File: src/rtl/rfsh_tmr_pkg.sv
package rfsh_tmr_pkg;
  localparam int CSEL_W = 3;
  localparam logic [1:0] A_CTL = 2'd0;
  localparam logic [1:0] A_CSR = 2'd1;
  localparam logic [1:0] A_CNT = 2'd2;
  localparam logic [1:0] A_LIM = 2'd3;
  localparam int FLAG_BIT = 7;
  localparam int SEL_LSB  = 3;

  // number of low prescaler bits that must be all ones for a tick
  function automatic int unsigned sel_shift(int unsigned code);
    case (code)
      1: return 1;
      2: return 3;
      3: return 5;
      4: return 7;
      5: return 9;
      6: return 11;
      7: return 12;
      default: return 0;
    endcase
  endfunction
endpackage

File: src/rtl/rt_prescaler.sv
module rt_prescaler
  import rfsh_tmr_pkg::*;
#(
  parameter int PRE_W = 12
) (
  input  logic              clk,
  input  logic              rst,
  input  logic              clr,
  input  logic [CSEL_W-1:0] sel,
  output logic              tick
);
  localparam int NSEL = 1 << CSEL_W;

  logic [PRE_W-1:0] pre;
  logic [PRE_W-1:0] mask [NSEL];

  for (genvar g = 0; g < NSEL; g++) begin : g_mask
    localparam int unsigned SH = sel_shift(g);
    assign mask[g] = {PRE_W{1'b1}} >> (PRE_W - SH);
  end

  always_ff @(posedge clk) begin
    if (rst || clr) pre <= '0;
    else            pre <= pre + 1'b1;
  end

  assign tick = !clr && (sel != '0) && ((pre & mask[sel]) == mask[sel]);
endmodule

File: src/rtl/rt_counter.sv
module rt_counter #(
  parameter int DW = 8
) (
  input  logic          clk,
  input  logic          rst,
  input  logic          hold_clr,
  input  logic          tick,
  input  logic          wr_en,
  input  logic [DW-1:0] wr_data,
  input  logic [DW-1:0] limit,
  output logic [DW-1:0] cnt,
  output logic          match
);
  assign match = tick && (cnt == limit);

  always_ff @(posedge clk) begin
    if (rst || hold_clr) cnt <= '0;
    else if (wr_en)      cnt <= wr_data;
    else if (match)      cnt <= '0;
    else if (tick)       cnt <= cnt + 1'b1;
  end
endmodule

File: src/rtl/rt_regs.sv
module rt_regs
  import rfsh_tmr_pkg::*;
#(
  parameter int DW = 8
) (
  input  logic              clk,
  input  logic              rst,
  input  logic              freeze,
  input  logic              wipe,
  input  logic              wr,
  input  logic              rd,
  input  logic [1:0]        addr,
  input  logic [DW-1:0]     wdata,
  input  logic              match,
  input  logic [DW-1:0]     cnt,
  output logic [DW-1:0]     rdata,
  output logic              en,
  output logic [CSEL_W-1:0] sel,
  output logic [DW-1:0]     limit,
  output logic              flag,
  output logic              cnt_we
);
  logic wr_ok, armed, clr_ok;

  assign wr_ok  = wr && !freeze && !wipe;
  assign cnt_we = wr_ok && (addr == A_CNT);
  assign clr_ok = wr_ok && (addr == A_CSR) && !wdata[FLAG_BIT] && armed && !match;

  always_ff @(posedge clk) begin
    if (rst || wipe) begin
      en    <= 1'b0;
      sel   <= '0;
      limit <= '1;
      flag  <= 1'b0;
      armed <= 1'b0;
      rdata <= '0;
    end else begin
      if (match)       flag <= 1'b1;
      else if (clr_ok) flag <= 1'b0;

      if (clr_ok)                                armed <= 1'b0;
      else if (rd && addr == A_CSR && flag)      armed <= 1'b1;

      if (wr_ok) begin
        case (addr)
          A_CTL:   en    <= wdata[0];
          A_CSR:   sel   <= wdata[SEL_LSB +: CSEL_W];
          A_LIM:   limit <= wdata;
          default: ;
        endcase
      end

      if (rd) begin
        rdata <= '0;
        case (addr)
          A_CTL: rdata[0] <= en;
          A_CSR: begin
            rdata[FLAG_BIT]           <= flag;
            rdata[SEL_LSB +: CSEL_W]  <= sel;
          end
          A_CNT: rdata <= cnt;
          default: rdata <= limit;
        endcase
      end
    end
  end
endmodule

File: src/rtl/refresh_timer.sv
module refresh_timer
  import rfsh_tmr_pkg::*;
#(
  parameter int DW    = 8,
  parameter int PRE_W = 12
) (
  input  logic          clk,
  input  logic          rst,
  input  logic          sleep_i,
  input  logic          sw_stby_i,
  input  logic          hw_stby_i,
  input  logic          reg_wr,
  input  logic          reg_rd,
  input  logic [1:0]    reg_addr,
  input  logic [DW-1:0] reg_wdata,
  output logic [DW-1:0] reg_rdata,
  output logic          rfsh_req_o
);
  logic              hold;
  logic              tick, match, en, flag, cnt_we, first_pend;
  logic [CSEL_W-1:0] sel;
  logic [DW-1:0]     cnt, limit;
  logic              unused_sleep;

  // sleep leaves the timer running exactly as normal
  assign unused_sleep = sleep_i ^ flag;
  assign hold = sw_stby_i || hw_stby_i;

  rt_prescaler #(.PRE_W(PRE_W)) u_pre (
    .clk(clk), .rst(rst), .clr(hold), .sel(sel), .tick(tick)
  );

  rt_counter #(.DW(DW)) u_cnt (
    .clk(clk), .rst(rst), .hold_clr(hold), .tick(tick),
    .wr_en(cnt_we), .wr_data(reg_wdata), .limit(limit),
    .cnt(cnt), .match(match)
  );

  rt_regs #(.DW(DW)) u_regs (
    .clk(clk), .rst(rst), .freeze(sw_stby_i), .wipe(hw_stby_i),
    .wr(reg_wr), .rd(reg_rd), .addr(reg_addr), .wdata(reg_wdata),
    .match(match), .cnt(cnt), .rdata(reg_rdata), .en(en), .sel(sel),
    .limit(limit), .flag(flag), .cnt_we(cnt_we)
  );

  always_ff @(posedge clk) begin
    if (rst || hw_stby_i) begin
      rfsh_req_o <= 1'b0;
      first_pend <= 1'b1;
    end else begin
      rfsh_req_o <= match && en && !first_pend;
      if (sw_stby_i)  first_pend <= 1'b1;
      else if (match) first_pend <= 1'b0;
    end
  end
endmodule

File: config.mk
export PLATFORM = sky130hd
export DESIGN_NAME = refresh_timer
export DESIGN_NICKNAME = d
export VERILOG_FILES = /design/src/rtl/rfsh_tmr_pkg.sv /design/src/rtl/rt_prescaler.sv /design/src/rtl/rt_counter.sv /design/src/rtl/rt_regs.sv /design/src/rtl/refresh_timer.sv
export SDC_FILE = /design/constraint.sdc
export NUM_CORES = 1
export LEC_CHECK = 0
export ABC_CLOCK_PERIOD_IN_PS = 3100
export BUFFER_PORTS_ARGS = -buffer_cell sky130_fd_sc_hd__buf_2
export CELL_PAD_IN_SITES_DETAIL_PLACEMENT = 1
export CELL_PAD_IN_SITES_GLOBAL_PLACEMENT = 1
export CORE_MARGIN = 2
export CORE_UTILIZATION = 47
export DETAILED_ROUTE_END_ITERATION = 6
export PLACE_DENSITY = 0.86
export SLEW_MARGIN = 20
export SYNTH_ARGS = -nofsm -noshare
export SYNTH_HDL_FRONTEND = slang
export SYNTH_SLANG_ARGS = --single-unit
export TNS_END_PERCENT = 30
File: constraint.sdc
create_clock -name clk -period 3.1 [get_ports clk]
set_input_delay 0.31 -clock clk [delete_from_list [all_inputs] [get_ports clk]]
set_output_delay 0.31 -clock clk [all_outputs]
set_load 0.02 [all_outputs]
Word-level counts from Yosys, hierarchy flattened
Memory sizes are Yosys's and may differ from the RTL's. Cells that the tools add are included.

Output and inout port bits: 9. Memory bits (read-only): 96. Input port bits: 17. Bits in latches: 0. Word-level logic and storage cells: 66. Memories: 1. RAM bits: 0. Flip-flop bits (word level): 44.

Memory list: (no name shown) (words 8, width 12, read ports 1, clocked after memory_dff 0, write ports 0, line rt_prescaler.sv:27) `assign tick = !clr && (sel != '0) && ((pre & mask[sel]) == mask[sel]);`.

Add/sub/neg operators: 2. Div/mod/pow operators: 0. Shift-type cells: 0. Multipliers: 0. Bitwise gates (word level): 2. Equal/unequal tests: 5. Mux-type cells: 12. Reduce and logical (&&, ||, !) cells: 33. Magnitude comparators: 1.

Operators with widths (number): 2-to-1 mux 12 bit (2); 2-to-1 mux 8 bit (3); logical AND 1 bit (14); adder 12 x 1 -> 12 bit, second input constant (1); bitwise AND 12 bit (1); equality test 12 bit (1); case mux 3 bit (3 select lines) (1); adder 8 x 1 -> 8 bit, second input constant (1); equality test 8 bit (1); logical NOT 1 bit (6); case mux 1 bit (3 select lines) (2); AND reduction 2 bit (3); nonzero test 3 bit (2); OR reduction 2 bit (3); equality test 2 bit, second input constant (2); >= comparator 4 bit, second input constant (1); NOT 3 -> 4 bit (1); case mux 2 bit (2 select lines) (1); logical OR 1 bit (3); equality test 2 x 1 -> 1 bit, second input constant (1); logical NOT 2 bit (1); 2-to-1 mux 1 bit (2); case mux 1 bit (2 select lines) (1); nonzero test 2 bit (1).

Depth between registers and ports, before layout
Depth in word-level cells: 12. Depth in mapped cells: 7. Gate-level depth less buffers: 6.

Hierarchy
Synthesis repeated with hierarchy kept, for this count alone.

Cells, all modules: 257. Area, all modules: 2230.9 um^2.

By module, submodules not included: rt_regs (seq. area each 440.4 um^2, times used 1, cells an instance 119, area an instance 1036.0 um^2); rt_counter (seq. area each 160.2 um^2, times used 1, cells an instance 67, area an instance 566.8 um^2); rt_prescaler (seq. area each 240.2 um^2, times used 1, cells an instance 64, area an instance 554.3 um^2); refresh_timer (seq. area each 40.0 um^2, times used 1, cells an instance 7, area an instance 73.8 um^2).

Least setup slack after synthesis
OpenSTA, ideal clock, no wires.

Kind: register to register. Start: reg u_cnt.cnt[5]. End: reg u_cnt.cnt[5]. Required time: 2.964 ns. Arrival time: 1.445 ns. Path buffers: 1. Slack: 1.519 ns. Clock period less this slack: 1.581 ns. Cell stages (with the launch flop): 8. Setup time: 0.136 ns. Path through: dfxtp_1 clkbuf_1 xnor2_1 nand4_1 nor2_2 nand3b_1 a211o_1 o311ai_2.

Longest elaborated chain between the ends: 4. Elaborated cells on any way between the ends: 7. Those cells by class: add/sub (1); eq/ne (1); mux (3); reduce/logical (2).

Ends and longest elaborated chain: from (decl) (line rt_counter.sv:11) `output logic [DW-1:0] cnt,`; from (signal assigned) (line rt_counter.sv:18) `else if (wr_en) cnt <= wr_data;`; from (signal assigned) (line rt_counter.sv:20) `else if (tick) cnt <= cnt + 1'b1;`; adder 8 x 1 -> 8 bit or equality test 8 bit (tied branches) (line rt_counter.sv:20, rt_counter.sv:14); 2-to-1 mux 8 bit or logical AND 1 bit (tied branches) (line rt_counter.sv:20, rt_counter.sv:14); 2-to-1 mux 8 bit (line rt_counter.sv:19) `else if (match) cnt <= '0;`; 2-to-1 mux 8 bit (line rt_counter.sv:18).

Parallel ways exist; a longest one is shown, timed or not. The select of a mux whose other input is x is not followed. A chain may end at the register's enable or synchronous reset.

Worst setup path in the final report
Start: reg u_pre.pre[2]. End: reg u_cnt.cnt[7].

Longest elaborated chain between the ends: 6. Elaborated cells on any way between the ends: 7. Those cells by class: eq/ne (1); mux (2); bitwise (1); reduce/logical (3).

Ends and longest elaborated chain: from (decl) (line rt_prescaler.sv:14) `logic [PRE_W-1:0] pre;`; from (signal assigned) (line rt_prescaler.sv:24) `else pre <= pre + 1'b1;`; bitwise AND 12 bit (*) (line rt_prescaler.sv:27); equality test 12 bit (*) (line rt_prescaler.sv:27); logical AND 1 bit (*) (line rt_prescaler.sv:27); logical AND 1 bit (line rt_counter.sv:14) `assign match = tick && (cnt == limit);`; 2-to-1 mux 8 bit (line rt_counter.sv:19); 2-to-1 mux 8 bit (line rt_counter.sv:18).

Every way passes the cells marked *; elsewhere a longest branch is shown, timed or not.

==> reports/metrics.cfg <==
[outcome]
status = complete, no violations

[cells_and_area]
syn2layout_area_growth_pct = 11.3
nNetsFinal = 297
diodes = 0
drive_gt1_share_pct = 17.6
final_util_pct = 55.5

[logic_synthesis]
synthArstFlopShare_pct = 0
synth_edf_count = 0
synth_top_area_cell = dfxtp_1
netlist-cell-type-count = 46
yosys_most_used_dff = dfxtp_1
syn_nets = 278
ys_seq_area_share_pct = 39.8
yosys.area.top_type_share_pct = 39.8
syn_area_per_cell_um2 = 8.56
netlist_area_um2 = 2220
syn_inst = 259
synthTopCellsByArea = dfxtp_1, nand2_1, mux2i_1
yosysWarnings = 0
synth_seq_cells = 44

[drt]
wl_met3_um = 301
wl_met2_mm = 2.70
drc_errors = 0
post_drt_wl_per_cell_um = 17.6
firstDrtPassIters = 4
met1Wirelength_mm = 2.71
drtIter0Drc = 138
dr.max_layer_used = met4
via_per_inst = 5.88
final_antenna_net_count = 0
drt_wl_total_mm = 5.84
dr_total_vias = 1947

[global_route]
grt_max_degree = 19
grt_usage_pct = 23.9
antenna_found_initial = 0
grt_pass1_vias = 1912
grt_pass1_wl_mm = 9.65
grt-ovfl-total = 0

[cts]
tritoncts = yes
ctsLongestPathBuffers = 2
cts_buffers = 5
cts_hold_buffers = 0
clk-insertion-delay-late_ns = 0.30
cts.repair.resized = 0
cts-root-buf = clkbuf_8
cts_sinks = 44
htreeDepth = 2
clkTransAtPathRegs_ns = 0.08
cts_setup_buffers = 0

[power_and_ir_drop]
p_leak_nw = 0.836
powerDensity_nw_per_um2 = 445
irDropWorstVdd_v = 0.000199
total_power_mw = 1.10

[sta]
slew_viol_final = 0
timing.hold.ws_ns = 0.238
skew_ns = 0.00555
fmax_ghz = 0.514
period_share_pct = 62.7
setup_tns_ns = 0
layout_min_cycle_time_ns = 1.94
grt_setup_unrepaired = false
finalHoldViolCount = 0
setup_violations = 0
worstMarginPinSlew_ns = 0.768
max_slew_margin_pct = 48.6

[floorplanning]
die_h_um = 72.7
io_pins = 26
rows = 24
initial_core_util_pct = 49.9
coreArea_um2 = 4440
die_area_um2 = 5280
die_w_um = 72.7

[critical_path]
startpoint_type = flip-flop
worst-setup-path-type = reg2reg
cp_slowest_cell = a311oi_4
crit_top_cell = a21oi_1
slowest_delay_ns = 0.47
cp.required_ns = 3.27
crit_path_max_fanout = 7
endpoint_kind = flip-flop
path_cells = o2bb2ai_1 -> o31ai_1 -> a311oi_4 -> a21oi_1 -> a21oi_1 -> o221ai_1
cp_data_arrival_time_ns = 2.12

[worst_hold_path]
hp-class = in2reg

[place]
hpwl_mm = 4.28
portBuffers = 24
gp_congestion = 0.863

[flow_run]
drv_cap = 0

[cells by family after synthesis]
| group | synth area share, % |
|---|---|
| simple gates | 25.1 |
| compound gates | 17.0 |
| xor+xnor | 6.32 |
| fa+ha+maj | 1.13 |
| mux | 7.06 |
| buf+inv | 3.61 |
| flops | 39.8 |
[metal layers]
| metal | up-vias | global-route usage, % |
|---|---|---|
| met2 | 45 | 38.4 |
| met1 | 936 | 31.1 |
| met3 | 13 | 6.08 |
| li1 | 953 | - |
| met5 | - | 0 |
| met4 | 0 | 8.44 |
[power by group]
| group | internal [mW] | switching, mW | total, mW |
|---|---|---|---|
| combinational | 0.0276 | 0.0504 | 0.0780 |
| clock | 0.239 | 0.207 | 0.446 |
| sequential | 0.570 | 0.00355 | 0.573 |
| total | 0.836 | 0.261 | 1.10 |
[cells in the final DEF (no fill, tap or decap), drive strengths merged, types with 7 or more instances in the layout]
| master | instances |
|---|---|
| a21oi | 16 |
| buf | 25 |
| dfxtp | 44 |
| inv | 7 |
| mux2i | 10 |
| nand2 | 37 |
| nand3 | 19 |
| nand4 | 7 |
| nor2 | 23 |
| o21ai | 9 |
| xnor2 | 11 |
[worst max-delay path, delay by kind of cell (launching register included)]
| kind | cells | cell delay (ns) |
|---|---|---|
| DFF | 1 | 0.43 |
| AOI/OAI and AO/OA | 6 | 1.38 |
[per-stage QoR]
| step | setup slack, ns | instance area, µm² | cells |
|---|---|---|---|
| final | 1.16 | 2470 | 331 |
| after CTS | 1.18 | 2470 | 331 |
| after floorplan | 1.52 | 2220 | 259 |
| after global placement | 1.05 | 2350 | 323 |
| after detailed placement | 0.934 | 2350 | 323 |
| after global routing | 1.08 | 2470 | 331 |
[cells in the mapped netlist, types with 2 or more instances]
master     n
dfxtp_1   44
nand2_1   36
nor2_1    21
nand3_1   17
a21oi_1   16
xnor2_1   11
mux2i_1   10
clkbuf_1   8
inv_1      7
nand4_1    7
o21ai_0    7
a211oi_1   5
a22oi_1    5
mux2_2     5
xor2_1     5
and3_1     4
buf_2      4
nand2b_1   4
nor2b_1    4
or3_1      4
nor3_1     3
o221ai_1   3
a31oi_1    2
ha_1       2
o21ai_1    2
o311ai_2   2
o31ai_1    2
[state kept, by name, indices dropped and copies added (netlist names)]
register,cells
u_regs.flag,1
first_pend,1
u_regs.rdata,8
u_cnt.cnt,8
rfsh_req_o,1
u_regs.sel,3
u_regs.en,1
u_pre.pre,12
u_regs.armed,1
u_regs.limit,8
[final timing paths]
| kind | startpoint | endpoint | slack, ns | depth (start not counted) |
|---|---|---|---|---|
| setup reg to reg | u_pre.pre[2] | u_cnt.cnt[7] | 1.16 | 6 |
| hold / removal | reg_wdata[1] | u_cnt.cnt[1] | 0.24 | 3 |
| setup / recovery | u_pre.pre[2] | u_cnt.cnt[7] | 1.16 | 6 |
| hold reg to reg | first_pend | rfsh_req_o | 0.43 | 1 |
[final cells by class]
type,count,area (µm²)
fillers,538,1980
multi-input cells,195,1250
flip-flops and latches,44,881
repair buffers,25,128
clock buffers,5,68.8
well taps,52,65.1
clock inverters,3,42.5
inverters,7,26.3
No activity file was read; power rests on OpenSTA's default activity.
